===== src/rtl/baud_gen_pkg.sv =====
package baud_gen_pkg;

   localparam int unsigned BG_CODE_W  = 4;
   localparam int unsigned BG_CODES   = 1 << BG_CODE_W;
   localparam int unsigned BG_MAX_DIV = 6336;
   localparam int unsigned BG_NUM_CH  = 2;

   typedef enum int unsigned {
      BG_CH_RX = 0,
      BG_CH_TX = 1
   } bg_chan_e;

   // Fixed divisor set for a 5.0688 MHz reference, 16x sampling.
   function automatic int unsigned bg_base_div(input logic [BG_CODE_W-1:0] code);
      int unsigned d;
      case (code)
         4'd0:    d = 6336;
         4'd1:    d = 4224;
         4'd2:    d = 2880;
         4'd3:    d = 2355;
         4'd4:    d = 2112;
         4'd5:    d = 1056;
         4'd6:    d = 528;
         4'd7:    d = 264;
         4'd8:    d = 176;
         4'd9:    d = 158;
         4'd10:   d = 132;
         4'd11:   d = 88;
         4'd12:   d = 66;
         4'd13:   d = 44;
         4'd14:   d = 33;
         default: d = 16;
      endcase
      return d;
   endfunction

   // Divisor after the optional 32x halving (round down).
   function automatic int unsigned bg_scaled_div(input logic [BG_CODE_W-1:0] code,
                                                 input bit halve);
      int unsigned b;
      b = bg_base_div(code);
      return halve ? (b >> 1) : b;
   endfunction

endpackage


===== src/rtl/baud_ctrl_reg.sv =====
module baud_ctrl_reg #(
   parameter int unsigned ADDR_W   = 8,
   parameter logic [ADDR_W-1:0] REG_ADDR = '0,
   parameter int unsigned CODE_W   = 4,
   parameter int unsigned NUM_CH   = 2
) (
   input  logic                          clk,
   input  logic                          rst_n,
   input  logic                          wr_en,
   input  logic [ADDR_W-1:0]             addr,
   input  logic [NUM_CH*CODE_W-1:0]      wdata,
   output logic [NUM_CH-1:0][CODE_W-1:0] code_q
);

   logic sel_hit;

   assign sel_hit = wr_en && (addr == REG_ADDR);

   // One write loads every channel nibble together.
   always_ff @(posedge clk) begin
      if (!rst_n) begin
         code_q <= '0;
      end else if (sel_hit) begin
         code_q <= wdata;
      end
   end

endmodule


===== src/rtl/baud_div_rom.sv =====
module baud_div_rom
   import baud_gen_pkg::*;
#(
   parameter int unsigned CODE_W    = 4,
   parameter int unsigned CNT_W     = 13,
   parameter bit          HALF_RATE = 1'b0
) (
   input  logic [CODE_W-1:0] code,
   output logic [CNT_W-1:0]  div
);

   generate
      if (HALF_RATE) begin : g_half
         always_comb div = CNT_W'(bg_base_div(code) >> 1);
      end else begin : g_full
         always_comb div = CNT_W'(bg_base_div(code));
      end
   endgenerate

endmodule


===== src/rtl/baud_chan_counter.sv =====
module baud_chan_counter #(
   parameter int unsigned       CNT_W      = 13,
   parameter logic [CNT_W-1:0]  RESET_LOAD = '0
) (
   input  logic             clk,
   input  logic             rst_n,
   input  logic [CNT_W-1:0] div,
   output logic [CNT_W-1:0] cnt_q,
   output logic             tick
);

   assign tick = (cnt_q == '0);

   // Divisor is sampled only on the reload edge, so a period never gets cut short.
   always_ff @(posedge clk) begin
      if (!rst_n) begin
         cnt_q <= RESET_LOAD;
      end else if (tick) begin
         cnt_q <= div - CNT_W'(1);
      end else begin
         cnt_q <= cnt_q - CNT_W'(1);
      end
   end

endmodule


===== src/rtl/dual_baud_gen.sv =====
module dual_baud_gen
   import baud_gen_pkg::*;
#(
   parameter int unsigned       ADDR_W    = 8,
   parameter logic [ADDR_W-1:0] REG_ADDR  = 8'h2A,
   parameter int unsigned       CODE_W    = 4,
   parameter int unsigned       CNT_W     = 13,
   parameter bit                HALF_RATE = 1'b0
) (
   input  logic                  clk,
   input  logic                  rst_n,
   input  logic                  bus_wr,
   input  logic [ADDR_W-1:0]     bus_addr,
   input  logic [2*CODE_W-1:0]   bus_wdata,
   output logic                  rx_tick,
   output logic                  tx_tick
);

   localparam int unsigned NUM_CH     = BG_NUM_CH;
   localparam int unsigned MIN_CNT_W  = $clog2(BG_MAX_DIV + 1);
   localparam logic [CNT_W-1:0] RESET_LOAD =
      CNT_W'(bg_scaled_div(BG_CODE_W'(0), HALF_RATE) - 1);

   generate
      if (CODE_W != BG_CODE_W) begin : g_bad_code_w
         $error("dual_baud_gen: CODE_W must equal the divisor table index width");
      end
      if (CNT_W < MIN_CNT_W) begin : g_bad_cnt_w
         $error("dual_baud_gen: CNT_W too narrow for the largest divisor");
      end
      if (ADDR_W < 1) begin : g_bad_addr_w
         $error("dual_baud_gen: ADDR_W must be at least 1");
      end
   endgenerate

   logic [NUM_CH-1:0][CODE_W-1:0] chan_code;
   logic [NUM_CH-1:0][CNT_W-1:0]  chan_div;
   logic [NUM_CH-1:0][CNT_W-1:0]  chan_cnt;
   logic [NUM_CH-1:0]             chan_tick;

   baud_ctrl_reg #(
      .ADDR_W   (ADDR_W),
      .REG_ADDR (REG_ADDR),
      .CODE_W   (CODE_W),
      .NUM_CH   (NUM_CH)
   ) u_ctrl (
      .clk    (clk),
      .rst_n  (rst_n),
      .wr_en  (bus_wr),
      .addr   (bus_addr),
      .wdata  (bus_wdata),
      .code_q (chan_code)
   );

   generate
      for (genvar gi = 0; gi < NUM_CH; gi++) begin : g_chan
         baud_div_rom #(
            .CODE_W    (CODE_W),
            .CNT_W     (CNT_W),
            .HALF_RATE (HALF_RATE)
         ) u_rom (
            .code (chan_code[gi]),
            .div  (chan_div[gi])
         );

         baud_chan_counter #(
            .CNT_W      (CNT_W),
            .RESET_LOAD (RESET_LOAD)
         ) u_cnt (
            .clk   (clk),
            .rst_n (rst_n),
            .div   (chan_div[gi]),
            .cnt_q (chan_cnt[gi]),
            .tick  (chan_tick[gi])
         );
      end
   endgenerate

   assign rx_tick = chan_tick[int'(BG_CH_RX)];
   assign tx_tick = chan_tick[int'(BG_CH_TX)];

endmodule


===== config.mk =====
export PLATFORM = sky130hd
export DESIGN_NAME = dual_baud_gen
export DESIGN_NICKNAME = d
export VERILOG_FILES = /design/src/rtl/baud_gen_pkg.sv /design/src/rtl/baud_ctrl_reg.sv /design/src/rtl/baud_div_rom.sv /design/src/rtl/baud_chan_counter.sv /design/src/rtl/dual_baud_gen.sv
export SDC_FILE = /design/constraint.sdc
export NUM_CORES = 1
export LEC_CHECK = 0
export BUFFER_PORTS_ARGS = -buffer_cell sky130_fd_sc_hd__buf_2
export CAP_MARGIN = 0
export CORE_MARGIN = 2
export CORE_UTILIZATION = 62
export CTS_BUF_LIST = sky130_fd_sc_hd__clkbuf_2
export DETAILED_ROUTE_END_ITERATION = 8
export GPL_TIMING_DRIVEN = 0
export PLACE_DENSITY = 0.82
export SLEW_MARGIN = 20
export SYNTH_ARGS = -nofsm -noshare
export SYNTH_HDL_FRONTEND = slang
export SYNTH_SLANG_ARGS = --single-unit

===== constraint.sdc =====
create_clock -name clk -period 3.5 [get_ports clk]
set_clock_uncertainty 0.1 [all_clocks]
set_input_delay 0.525 -clock clk [delete_from_list [all_inputs] [get_ports clk]]
set_output_delay 0.525 -clock clk [all_outputs]
set_load 0.02 [all_outputs]

==> results.py <==
metrics = {
    "synth": {
        "synth_top_area_cell": "dfxtp_1",
        "synth-async-reset-ratio_pct": 0,
        "synth_fp_nets": 372,
        "ys_warn_count": 0,
        "synth-edff-count": 0,
        "synthCells": 343,
        "synth_ff_type": "dfxtp_1",
        "synth_area_um2": 3030,
        "synth_most_common_cell": "dfxtp_1",
        "syn_area_per_cell_um2": 8.85,
        "seq_area_frac_synth_pct": 39.6,
        "synthTopCellsByCount": "60 x dfxtp_1, 39 x nand2_1, 32 x a21oi_1",
        "ys_types": 63,
        "ys_top_cells_by_area": "dfxtp_1 40%, a21oi_1 5.3%, nand2_1 4.8%, ha_1 4.1%, mux2i_1 3.3%",
        "synth_top_area_share_pct": 39.6,
        "synth.ff_latch_count": 60,
    },
    "grt": {
        "grt_pass1_wl_mm": 10.7,
        "grt_pass1_vias": 2308,
        "grt_usage_pct": 26.1,
        "antenna_found_initial": 0,
        "grt_overflow_total": 0,
        "grt_max_degree": 11,
    },
    "clock_tree": {
        "clockBufferDepth": 2,
        "cts_resized": 0,
        "ctsHoldBuffers": 0,
        "clk_pin_slew_ns": 0.16,
        "cts_tree": "yes",
        "cts_root_buf": "clkbuf_2",
        "cts-buffers-inserted": 9,
        "h-tree-depth": 3,
        "cts_num_sinks": 60,
        "clk_latency_ns": 0.51,
        "postCtsSetupRepairBufs": 0,
    },
    "sta": {
        "rsz0062_at_grt": "no",
        "period_needed_ns": 3.21,
        "relSlewSlack_pct": 62.9,
        "clock.fmax_ghz": 0.312,
        "slew_violations": 0,
        "tightest_slew_ns": 0.541,
        "finalHoldViolations": 0,
        "setup_violations": 0,
        "fin_crit_sh_pct": 91.6,
        "fin_setup_tns_ns": 0,
    },
    "finish": {
        "num_antenna_cells": 0,
        "seq_area_um2": 1200,
        "synthToLayoutAreaGrowth_pct": 9.32,
        "multi_input_area_um2": 1700,
        "num-fill-cells": 360,
        "final_net_count": 402,
        "drive_gt1_share_pct": 16.4,
        "stdcell_area_um2": 3320,
    },
    "floorplan": {
        "core_area_um2": 4720,
        "boundaryPins": 21,
        "rows": 25,
        "fp.dieH_um": 74.0,
        "initial_core_util_pct": 64.2,
        "die_w_um": 74.0,
        "die_area_um2": 5470,
    },
    "critical_path": {
        "cp_data_required_time_ns": 3.80,
        "crit_path_end_kind": "flop",
        "worstPathArrival_ns": 3.51,
        "r2r_cells": 12,
        "r2r_slack_ns": 0.29,
        "startpoint_type": "flop",
        "r2r_start": "g_chan[0].u_cnt.cnt_q[4]$_SDFF_PN1_",
        "crit_fanout": 10,
        "startpoint": "g_chan[0].u_cnt.cnt_q[4]$_SDFF_PN1_",
        "r2r-end": "g_chan[0].u_cnt.cnt_q[10]$_SDFF_PN0_",
        "worst-setup-path-type": "flop to flop",
    },
    "outcome": {
        "status": "complete, no violations",
    },
    "flow_run": {
        "maxCapViolations": 0,
    },
    "power_and_ir_drop": {
        "cellLeakagePower_nw": 1.30,
        "peakVddDrop_mv": 0.337,
        "p_per_area_nw_per_um2": 345,
    },
    "placement": {
        "post_dp_cell_area_um2": 3210,
        "dp_hpwl_mm": 4.72,
        "io_buffers": 19,
        "gp_congestion": 0.956,
    },
    "route": {
        "drt-total-wl_mm": 6.43,
        "drc": 0,
        "avgViaCountPerCell": 5.99,
        "drt_iter0_markers": 347,
        "vias": 2660,
        "wire_per_inst_um": 14.5,
        "antenna_left": 0,
        "dr.pass1.iters": 5,
    },
    "hold_path": {
        "holdCritStartpoint": "bus_wdata[1]",
        "hp-class": "input port to flop",
        "hold_end": "u_ctrl.code_q[1]$_SDFFE_PN0N_",
        "holdPathStages": 3,
    },
}
-- layout by cell type, fill, tap and decap left out, types with 3 or more instances in the layout --
cell and instances:
nand3_1 9, nor4_1 6, or4_1 4, o21a_1 5
nor2b_1 5, clkbuf_2 10, or3_1 3, nand2_1 39
mux2i_1 10, nor4bb_1 3, or2_2 3, xor2_1 7
and2_1 6, o31ai_1 5, nand2b_1 5, ha_1 10
or4_4 4, inv_1 11, o21ai_1 4, dfxtp_1 60
buf_2 23, a21oi_1 32, o21ai_0 9, buf_6 3
nor2_1 25, nor3_1 5, xnor2_1 7, clkbuf_1 9
a31oi_1 3
-- how the worst max path moves through the flow --
stage | to | slack [ns] | cells past startpoint
floorplan | g_chan[0].u_cnt.cnt_q[10]$_SDFF_PN0_ | 0.71 | 12
global placement | g_chan[1].u_rom.div[4]$_DFF_P_ | 0.42 | 11
detailed placement | g_chan[1].u_rom.div[5]$_DFF_P_ | 0.35 | 10
CTS | g_chan[0].u_cnt.cnt_q[10]$_SDFF_PN0_ | 0.34 | 12
global route | g_chan[0].u_cnt.cnt_q[10]$_SDFF_PN0_ | 0.14 | 12
finish | g_chan[0].u_cnt.cnt_q[10]$_SDFF_PN0_ | 0.29 | 12
-- power by group --
group / internal [mW] / switching (mW) / total [mW]
registers: 0.690 / 0.00836 / 0.698
logic: 0.0169 / 0.0194 / 0.0363
clock network: 0.160 / 0.248 / 0.408
-- through the flow --
stage	total power, mW	std cells	util (%)	setup WS [ns]	hold slack [ns]
floorplan	0.731	343	-	0.706	0.342
global placement	0.746	429	68.0	0.420	0.352
detailed placement	0.748	429	68.0	0.348	0.369
CTS	1.15	444	70.2	0.338	0.174
global route	1.18	444	70.2	0.139	0.166
finish	1.14	444	70.2	0.294	0.194
-- cell type report --
class	count	area share, %
Buffer	18	2.87
Clock buffer	10	1.51
Clock inverter	5	1.62
Inverter	11	1.24
Multi-Input combinational cell	254	51.2
Sequential cell	60	36.2
Tap cell	67	2.53
Timing Repair Buffer	19	2.87
-- worst max-delay path: stages, from the launching register on --
cell and delay, ns:
dfxtp_1 0.34, clkbuf_1 0.33, nor4_4 0.12, buf_2 0.21, buf_6 0.16, a21oi_1 0.15
ha_1 0.20, or3b_2 0.52, nor4_1 0.22, o21a_1 0.29, nand4_1 0.14, xor2_1 0.18
and2_1 0.16
-- cells by family (layout without fill, tap and decap cells) --
| logic type | count (synthesis) | count (layout) | share of synthesized area (%) |
|---|---|---|---|
| muxes | 10 | 10 | 3.30 |
| AOI/OAI and AO/OA | 85 | 85 | 19.0 |
| buffers and inverters | 29 | 63 | 4.49 |
| xor gates and xnor gates | 14 | 14 | 4.04 |
| DFF | 60 | 60 | 39.6 |
| and+or+nand+nor | 135 | 135 | 25.5 |
| adders and majority gates | 10 | 10 | 4.12 |
-- sequential cells by signal, summed over array words and instances (netlist names) --
name                flops
g_chan.u_rom.div       26
g_chan.u_cnt.cnt_q     26
u_ctrl.code_q           8
-- routing by layer --
metal / share of wire (%) / routed length, um / GRT usage (%) / vias up
met4: 3.1 / 197 / 10.9 / 0
met2: 44 / 2860 / 39.2 / 105
li1: - / - / - / 1297
met1: 47 / 3000 / 34.6 / 1228
met5: 0 / 0 / 0 / -
met3: 5.9 / 378 / 8.54 / 30
Power figures use the tool's default switching activity.
